$ cat config.mk
export PLATFORM = sky130hd
export DESIGN_NAME = spi_mode_master
export DESIGN_NICKNAME = d
export VERILOG_FILES = /design/src/rtl/spim_pkg.sv /design/src/rtl/spim_tick.sv /design/src/rtl/spim_seq.sv /design/src/rtl/spim_shift.sv /design/src/rtl/spi_mode_master.sv
export SDC_FILE = /design/constraint.sdc
export NUM_CORES = 1
export LEC_CHECK = 0
export ABC_AREA = 0
export BUFFER_PORTS_ARGS = -buffer_cell sky130_fd_sc_hd__buf_2
export CAP_MARGIN = 20
export CORE_MARGIN = 2
export CORE_UTILIZATION = 40
export CTS_BUF_LIST = sky130_fd_sc_hd__clkbuf_4 sky130_fd_sc_hd__clkbuf_8
export CTS_CLUSTER_DIAMETER = 50
export CTS_CLUSTER_SIZE = 14
export DETAILED_ROUTE_END_ITERATION = 10
export PLACE_DENSITY_LB_ADDON = 0.3
export SETUP_SLACK_MARGIN = 0.15
export SYNTH_ARGS = -nofsm -noshare
export SYNTH_HDL_FRONTEND = slang
export SYNTH_SLANG_ARGS = --single-unit
$ cat constraint.sdc
create_clock -name clk -period 2.3 [get_ports clk]
set_input_delay 0.115 -clock clk [delete_from_list [all_inputs] [get_ports clk]]
set_output_delay 0.115 -clock clk [all_outputs]
set_load 0.1 [all_outputs]
$ cat src/rtl/spim_pkg.sv
package spim_pkg;
  localparam int BYTE_W = 8;
  localparam int EDGES  = 2 * BYTE_W;

  // Bit placed on the wire from a transmit shift register.
  function automatic logic wire_bit(input logic [BYTE_W-1:0] sh, input bit lsb);
    return lsb ? sh[0] : sh[BYTE_W-1];
  endfunction

  // Transmit register after one bit has left.
  function automatic logic [BYTE_W-1:0] tx_advance(input logic [BYTE_W-1:0] sh, input bit lsb);
    return lsb ? {1'b0, sh[BYTE_W-1:1]} : {sh[BYTE_W-2:0], 1'b0};
  endfunction

  // Receive register after one bit has arrived.
  function automatic logic [BYTE_W-1:0] rx_insert(input logic [BYTE_W-1:0] sh, input logic b,
                                                  input bit lsb);
    return lsb ? {b, sh[BYTE_W-1:1]} : {sh[BYTE_W-2:0], b};
  endfunction
endpackage

$ cat src/rtl/spim_tick.sv
module spim_tick #(
  parameter int DIV = 2
) (
  input  logic clk,
  input  logic rst_n,
  input  logic run,
  output logic tick
);
  localparam int CW = (DIV > 1) ? $clog2(DIV) : 1;
  localparam logic [CW-1:0] LAST = CW'(DIV - 1);

  logic [CW-1:0] cnt;

  assign tick = run && (cnt == LAST);

  always_ff @(posedge clk or negedge rst_n) begin
    if (!rst_n)             cnt <= '0;
    else if (!run || tick)  cnt <= '0;
    else                    cnt <= cnt + 1'b1;
  end
endmodule

$ cat src/rtl/spim_seq.sv
module spim_seq import spim_pkg::*; #(
  parameter bit CPOL = 1'b0
) (
  input  logic clk,
  input  logic rst_n,
  input  logic start,
  input  logic tick,
  output logic run,
  output logic accept,
  output logic edge_fire,
  output logic edge_odd,
  output logic finish,
  output logic sclk,
  output logic ss_n,
  output logic done
);
  localparam int EW = $clog2(EDGES + 1);

  logic [EW-1:0] eidx;
  logic          last_pass;

  assign last_pass = (eidx == EW'(EDGES));
  assign accept    = start && !run;
  assign edge_fire = run && tick && !last_pass;
  assign finish    = run && tick && last_pass;
  assign edge_odd  = eidx[0];

  always_ff @(posedge clk or negedge rst_n) begin
    if (!rst_n) begin
      run  <= 1'b0;
      sclk <= CPOL;
      ss_n <= 1'b1;
      done <= 1'b0;
      eidx <= '0;
    end else begin
      done <= finish;
      if (accept) begin
        run  <= 1'b1;
        ss_n <= 1'b0;
        eidx <= '0;
      end else if (finish) begin
        run  <= 1'b0;
        ss_n <= 1'b1;
      end else if (edge_fire) begin
        sclk <= ~sclk;
        eidx <= eidx + 1'b1;
      end
    end
  end
endmodule

$ cat src/rtl/spim_shift.sv
module spim_shift import spim_pkg::*; #(
  parameter bit CPHA      = 1'b0,
  parameter bit LSB_FIRST = 1'b0
) (
  input  logic              clk,
  input  logic              rst_n,
  input  logic              accept,
  input  logic              edge_fire,
  input  logic              edge_odd,
  input  logic              finish,
  input  logic [BYTE_W-1:0] tx_byte,
  input  logic              miso,
  output logic              mosi,
  output logic [BYTE_W-1:0] rx_byte,
  output logic              sample_ev,
  output logic              drive_ev
);
  logic [BYTE_W-1:0] tx_sh;
  logic [BYTE_W-1:0] rx_sh;

  // Even edge index = leading edge. CPHA picks which parity samples.
  assign sample_ev = edge_fire && (edge_odd == CPHA);
  assign drive_ev  = edge_fire && (edge_odd != CPHA);

  always_ff @(posedge clk or negedge rst_n) begin
    if (!rst_n) begin
      tx_sh   <= '0;
      rx_sh   <= '0;
      rx_byte <= '0;
      mosi    <= 1'b0;
    end else begin
      if (accept) begin
        rx_sh <= '0;
        if (!CPHA) begin
          mosi  <= wire_bit(tx_byte, LSB_FIRST);
          tx_sh <= tx_advance(tx_byte, LSB_FIRST);
        end else begin
          tx_sh <= tx_byte;
        end
      end else if (drive_ev) begin
        mosi  <= wire_bit(tx_sh, LSB_FIRST);
        tx_sh <= tx_advance(tx_sh, LSB_FIRST);
      end
      if (sample_ev) rx_sh <= rx_insert(rx_sh, miso, LSB_FIRST);
      if (finish)    rx_byte <= rx_sh;
    end
  end
endmodule

$ cat src/rtl/spi_mode_master.sv
module spi_mode_master import spim_pkg::*; #(
  parameter bit CPOL      = 1'b0,
  parameter bit CPHA      = 1'b0,
  parameter bit LSB_FIRST = 1'b0,
  parameter int DIV       = 2
) (
  input  logic              clk,
  input  logic              rst_n,
  input  logic              start_i,
  input  logic [BYTE_W-1:0] tx_byte_i,
  input  logic              miso_i,
  output logic              busy_o,
  output logic              done_o,
  output logic [BYTE_W-1:0] rx_byte_o,
  output logic              sclk_o,
  output logic              ss_n_o,
  output logic              mosi_o
);
  // Named internal events, also used by the bound checker.
  logic run, tick, accept, edge_fire, edge_odd, finish;
  logic sample_ev, drive_ev;

  spim_tick #(.DIV(DIV)) u_tick (
    .clk (clk),
    .rst_n (rst_n),
    .run (run),
    .tick (tick)
  );

  spim_seq #(.CPOL(CPOL)) u_seq (
    .clk (clk),
    .rst_n (rst_n),
    .start (start_i),
    .tick (tick),
    .run (run),
    .accept (accept),
    .edge_fire (edge_fire),
    .edge_odd (edge_odd),
    .finish (finish),
    .sclk (sclk_o),
    .ss_n (ss_n_o),
    .done (done_o)
  );

  spim_shift #(.CPHA(CPHA), .LSB_FIRST(LSB_FIRST)) u_shift (
    .clk (clk),
    .rst_n (rst_n),
    .accept (accept),
    .edge_fire (edge_fire),
    .edge_odd (edge_odd),
    .finish (finish),
    .tx_byte (tx_byte_i),
    .miso (miso_i),
    .mosi (mosi_o),
    .rx_byte (rx_byte_o),
    .sample_ev (sample_ev),
    .drive_ev (drive_ev)
  );

  assign busy_o = run;
endmodule

==> reports/results.ini, run 1 <==
[global_routing]
grt_pass1_vias=1127
antenna_found_initial=0
overflow=0
grt_max_degree=35
grt_pass1_wl_mm=5.464
grt_usage_pct=16.56

[layout]
area_growth_pct=16.48
insertedDiodeCount=0
fin_nets=177
final_cells=212
drive_gt1_share_pct=29.88

[synth]
async_flop_share_pct=100.0
syn_inst=136
avgSynthCellArea_sq_um=11.72
syn_area_sq_um=1594
synth_edf_count=0
yosysUniqueCellTypes=35
syn_nets=150
yosys_warnings=0
synth_ff_type=dfrtp_1
ys_ff_latch=34
seq_area_frac_synth_pct=53.45

[sta]
rsz0062_at_grt=no
setup_tns_ns=0
fmax_mhz=569.2
worst_pin_slew_ns=0.7523
finalSetupViolCount=0
period_minus_slack_ns=1.757
slew_viol_final=0
max_slew_margin_pct=49.84
finalHoldViolations=0
finalCritPeriodShare_pct=76.38
fin_skew_ns=0.005758

[floorplanning]
num_rows=22
boundaryPins=25
die_width_um=67.13
start_util_pct=42.58
die-area_sq_um=4506
dieHeight_um=67.13
coreArea_sq_um=3744

[cts]
cts_setup_buffers=0
numClockSinks=34
ctsHoldBuffers=1
numCtsBuffers=5
root_buffer=clkbuf_8
post_cts_resize_count=0
clk_pin_slew_ns=0.07
clk_latency_ns=0.28
clock_path_buffers=2
htree_levels=2
cts_tree=done

[place]
dpl.cell_count=203
place_hpwl_mm=2.120
portBuffers=24
gp_congestion=0.7747

[critical_path]
cp.required_ns=2.47
r2r_cells=5
worst_setup_path_start_kind=register
r2r_slack_ns=0.54
cp-end-kind=register
crit_path_max_fanout=11
critPathKind=reg2reg
critPathArrivalTime_ns=1.92

[power_and_ir_drop]
pwr-share-seq_pct=33.8
p_per_area_nw_per_um2=1584
p_sw_share_pct=47.30
vdd_drop_max_v=0.0007789
p_int_w=0.001550
combinationalPowerShare_pct=48.8
p_switching_w=0.001391
clockPowerShare_pct=17.4
leakage_nw=0.8792

[route]
viasPerCell=5.392
antenna_left=0
wirelength_mm=3.139
firstDrtPassIters=4
routedWlPerCell_um=14.81
vias=1143
drcViolationCount=0
dr.first_iter.drc_count=37

[worst_hold_path]
whs_path_depth=2
min_path_type=in2reg

[status]
outcome=finished clean

[flow_run]
max-cap-violations=0

flip-flops by register name, indices dropped and copies added, names as in the netlist:
signal,flops
u_shift.rx_byte,8
u_shift.tx_sh,7
u_seq.run,1
u_seq.sclk,1
u_seq.ss_n,1
u_tick.cnt,1
u_shift.rx_sh,8
u_seq.eidx,5
u_shift.mosi,1
u_seq.done,1
worst paths after layout:
path / startpoint / endpoint
min reg2reg: u_seq.sclk / u_seq.sclk
min in group asynchronous: rst_n / u_shift.rx_byte[2]
max reg2reg: u_seq.eidx[0] / u_shift.rx_byte[7]
max: u_seq.eidx[0] / u_shift.rx_byte[7]
min: tx_byte_i[2] / u_shift.tx_sh[3]
max in group asynchronous: rst_n / u_shift.rx_byte[0]
power groups by stage:
stage | sequential, W | clock (W) | combinational, W
2_1_floorplan | 0.00154 | 0 | 0.000652
3_3_place_gp | 0.000990 | 0 | 0.00141
3_5_place_dp | 0.00100 | 0 | 0.00144
4_1_cts | 0.000994 | 0.000525 | 0.00145
5_1_grt | 0.00103 | 0.000560 | 0.00153
6_report | 0.000993 | 0.000511 | 0.00144
layout make-up:
| cell class | instances | area, sq um |
|---|---|---|
| well taps | 48 | 60.06 |
| fillers | 359 | 1887 |
| clock buffers | 8 | 110.1 |
| multi-input cells | 87 | 655.6 |
| inverters | 7 | 26.28 |
| flip-flops and latches | 34 | 852.1 |
| repair buffers | 28 | 152.6 |
synthesized netlist by cell type, types with 2 or more instances:
| master | number | share of area (%) |
|---|---|---|
| xor2_1 | 2 | 1.1 |
| nor2b_1 | 2 | 0.78 |
| a221o_1 | 7 | 4.4 |
| mux2_2 | 4 | 2.8 |
| buf_6 | 3 | 2.1 |
| mux2_4 | 4 | 3.8 |
| inv_1 | 7 | 1.6 |
| nor2_1 | 3 | 0.71 |
| o31ai_1 | 6 | 2.8 |
| dfrtp_1 | 33 | 52 |
| buf_2 | 3 | 0.94 |
| ha_1 | 2 | 1.6 |
| nor3_1 | 7 | 2.2 |
| nand2_1 | 11 | 2.6 |
| nand4_1 | 5 | 2.0 |
| nand3_1 | 7 | 2.2 |
| mux2i_1 | 4 | 2.5 |
| and2_1 | 9 | 3.5 |
metrics by stage:
step	instance area, sq um	setup WS, ns	hold WS (ns)	util, %	total power [W]
final	1857	0.5433	0.05944	49.60	0.002941
after global routing	1857	0.4505	0.05527	49.60	0.003115
after CTS	1857	0.5293	0.05386	49.60	0.002965
after detailed placement	1737	0.5402	0.2287	46.39	0.002443
after global placement	1737	0.6257	0.2082	46.39	0.002398
after floorplan	1594	0.2757	-0.1806	-	0.002195
metal layers:
layer | global-route usage (%) | up-vias | share of wire, %
li1 | - | 538 | -
met5 | 0 | - | 0
met2 | 25.62 | 25 | 49
met1 | 21.54 | 575 | 45
met4 | 7.653 | 0 | 1.4
met3 | 4.561 | 5 | 4.4
cells by family (layout without fill, tap and decap cells):
group,after synthesis,after routing,synth area share [%]
multiplexers,12,12,9.105
flip-flops,34,34,53.45
AND/OR/NAND/NOR,52,52,19.31
adder cells (fa/ha/maj),2,2,1.570
buffers and inverters,15,43,5.416
AO/OA/AOI/OAI,19,19,10.05
XOR/XNOR,2,2,1.099
critical path, cell delays in order (launching register included):
cell	delay, ns
dfrtp_1	0.38
inv_1	0.15
ha_1	0.19
nand4bb_1	0.19
nor2_4	0.34
mux2_2	0.39
cells in the final DEF, fill, tap and decap left out, drive strengths merged, types with 2 or more instances in the layout:
cell type / Yosys / routed
clkbuf: 1 / 8
mux2i: 4 / 4
nor2: 4 / 4
nor2b: 2 / 2
nor3: 8 / 8
inv: 7 / 7
a221o: 7 / 7
and2: 9 / 9
buf: 7 / 27
nand4: 5 / 5
nand3: 8 / 8
mux2: 8 / 8
o31ai: 6 / 6
xor2: 2 / 2
dfrtp: 33 / 33
ha: 2 / 2
nand2: 12 / 12
(Power assumes the default switching activity.)
==> run 2: changes to the inputs <==
==> constraint.sdc (replaced) <==
create_clock -name clk -period 1.5 [get_ports clk]
set_input_delay 0.075 -clock clk [delete_from_list [all_inputs] [get_ports clk]]
set_output_delay 0.075 -clock clk [all_outputs]
set_load 0.1 [all_outputs]
==> reports/results.ini, run 2 (same netlist as run 1, synthesis figures left out) <==
[worst_hold_path]
min_path_type=in2reg  ; unchanged
hold_start=tx_byte_i[0]  ; was tx_byte_i[2]

[critical_path]
cp_slowest_cell=dfrtp_1  ; was mux2_2
cpPeakStageDelay_ns=0.39  ; about the same
crit_chain=inv_2 -> ha_4 -> and4bb_4 -> buf_12 -> nor3_1 -> a221o_1  ; was inv_1 -> ha_1 -> nand4bb_1 -> nor2_4 -> mux2_2
cp.required_ns=1.67  ; was 2.47 ns
critPathKind=reg2reg  ; unchanged
critPathArrivalTime_ns=1.67  ; was 1.92 ns
crit_path_max_fanout=7  ; was 11
cp-end-kind=register  ; unchanged
rr_startpoint=u_seq.eidx[1]  ; was u_seq.eidx[0]
path_buf_inv=2  ; was 1
worst_setup_path_start_kind=register  ; unchanged
crit_start=u_seq.eidx[1]  ; was u_seq.eidx[0]
crit_family=flip-flops  ; was simple AND/OR/NAND/NOR gates

[layout]
fin_util_pct=58.66  ; was 49.60%
area_growth_pct=37.76  ; was 16.48%
seqCellArea_sq_um=855.8  ; was 852.1 sq um
fin_nets=194  ; was 177
drive_gt1_share_pct=46.96  ; was 29.88%
final_cell_mix=32 x dfrtp_1, 24 x buf_2, 14 x buf_4  ; was 33 x dfrtp_1, 24 x buf_2, 11 x nand2_1
mostFrequentLayoutCell=dfrtp_1  ; unchanged
final_cells=229  ; was 212
reg.largest.list=u_shift.rx_byte (8), u_shift.rx_sh (8), u_shift.tx_sh (7)  ; unchanged
multi_input_area_sq_um=815.8  ; was 655.6 sq um
fill_cells=332  ; was 359
insertedDiodeCount=0  ; unchanged

[place]
gp_congestion=0.7332  ; was 0.7747
place_hpwl_mm=2.222  ; was 2.120 mm
portBuffers=24  ; unchanged
dpl.cell_count=218  ; was 203

[sta]
hold_slack_ns=0.01362  ; was 0.05944 ns
fmax_mhz=667.0  ; was 569.2 MHz
period_minus_slack_ns=1.499  ; was 1.757 ns
setup_tns_ns=0  ; unchanged
finalHoldViolations=0  ; unchanged
rsz0062_at_grt=yes  ; was no
worst_pin_slew_ns=0.4852  ; was 0.7523 ns
slew_viol_final=0  ; unchanged
max_slew_margin_pct=67.88  ; was 49.84%
finalCritPeriodShare_pct=99.95  ; was 76.38%
finalSetupViolCount=0  ; unchanged
fin_skew_ns=0.004134  ; was 0.005758 ns

[route]
dr.first_iter.drc_count=49  ; was 37
antenna_left=0  ; unchanged
viasPerCell=5.384  ; was 5.392
wirelength_mm=3.554  ; was 3.139 mm
vias=1233  ; was 1143
firstDrtPassIters=4  ; unchanged
routedWlPerCell_um=15.52  ; was 14.81 um
drcViolationCount=0  ; unchanged

[power_and_ir_drop]
leakage_nw=1.002  ; was 0.8792 nW
pwr-share-seq_pct=30.0  ; was 33.8%
p_sw_share_pct=46.62  ; was 47.30%
vdd_drop_max_v=0.001424  ; was 0.0007789 V
combinationalPowerShare_pct=56.2  ; was 48.8%
p_int_w=0.002754  ; was 0.001550 W
p_per_area_nw_per_um2=2350  ; was 1584 nW/um^2
power.total_w=0.005160  ; was 0.002941 W
clockPowerShare_pct=13.8  ; was 17.4%
p_switching_w=0.002406  ; was 0.001391 W

[cts]
numCtsBuffers=5  ; unchanged
clk_latency_ns=0.28  ; about the same
htree_levels=2  ; unchanged
clk_pin_slew_ns=0.07  ; about the same
numClockSinks=34  ; unchanged
root_buffer=clkbuf_8  ; unchanged
clock_path_buffers=2  ; unchanged
cts_tree=done  ; unchanged

[global_routing]
grt_usage_pct=18.16  ; was 16.56%
antenna_found_initial=0  ; unchanged
overflow=0  ; unchanged
grt_pass1_wl_mm=5.913  ; was 5.464 mm
grt_pass1_vias=1238  ; was 1127
grt_max_degree=35  ; unchanged

[floorplanning]
die-area_sq_um=4506  ; unchanged
start_util_pct=42.58  ; unchanged
dieHeight_um=67.13  ; unchanged
boundaryPins=25  ; unchanged
num_rows=22  ; unchanged
die_width_um=67.13  ; unchanged
coreArea_sq_um=3744  ; unchanged

[flow_run]
max-cap-violations=0  ; unchanged

[status]
outcome=finished clean  ; unchanged

## run 2: through the flow
stage	worst slack [ns]	instance area, sq um
floorplan	-0.1463	1665
global placement	-0.02948	1952
detailed placement	-0.06811	1952
CTS	-0.004041	2186
global route	-0.04571	2196
finish	0.0007125	2196
## run 2: final cells by class
cell class / instances / area share (%)
well taps: 48 / 2.735
flip-flops and latches: 34 / 38.97
clock inverters: 1 / 0.2279
multi-input cells: 87 / 37.15
inverters: 7 / 1.424
clock buffers: 7 / 4.103
repair buffers: 45 / 15.38
## run 2: repair_timing
action	CTS	global route
hold endpoints to repair	33	0
setup buffers	1	1
resized for setup	22	2
gates cloned	0	0
pin swaps	3	4
hold buffers	1	0
endpoints found under the setup margin	32	29
## run 2: worst paths after layout
path                                     to  slack [ns]  depth (start not counted)
hold / removal             u_shift.tx_sh[1]        0.01                          2
setup reg to reg           u_shift.tx_sh[7]      0.0007                          6
hold reg to reg                  u_seq.sclk        0.47                          1
min in group asynchronous  u_shift.rx_sh[5]        0.35                          3
max in group asynchronous         u_seq.run        0.81                          3
setup / recovery           u_shift.tx_sh[7]      0.0007                          6
## run 2: worst register-to-register path, stage by stage, from the launching register on
cell and delay [ns]:
dfrtp_1 0.39, inv_2 0.08, ha_4 0.15, and4bb_4 0.31, buf_12 0.14, nor3_1 0.05
a221o_1 0.26
## run 2: power groups by stage
stage | clock [W] | combinational (W) | sequential (W)
4_1_cts | 0.000718 | 0.00289 | 0.00155
5_1_grt | 0.000762 | 0.00308 | 0.00159
3_3_place_gp | 0 | 0.00251 | 0.00153
2_1_floorplan | 0 | 0.00113 | 0.00238
3_5_place_dp | 0 | 0.00257 | 0.00155
6_report | 0.000711 | 0.00290 | 0.00155
## run 2: metal layers
layer / up-vias / track usage (%) / wire length [um]
met1: 629 / 23.00 / 1569
met2: 26 / 29.08 / 1803
met4: 0 / 7.908 / 40
li1: 576 / - / -
met3: 2 / 4.899 / 142
met5: - / 0 / 0
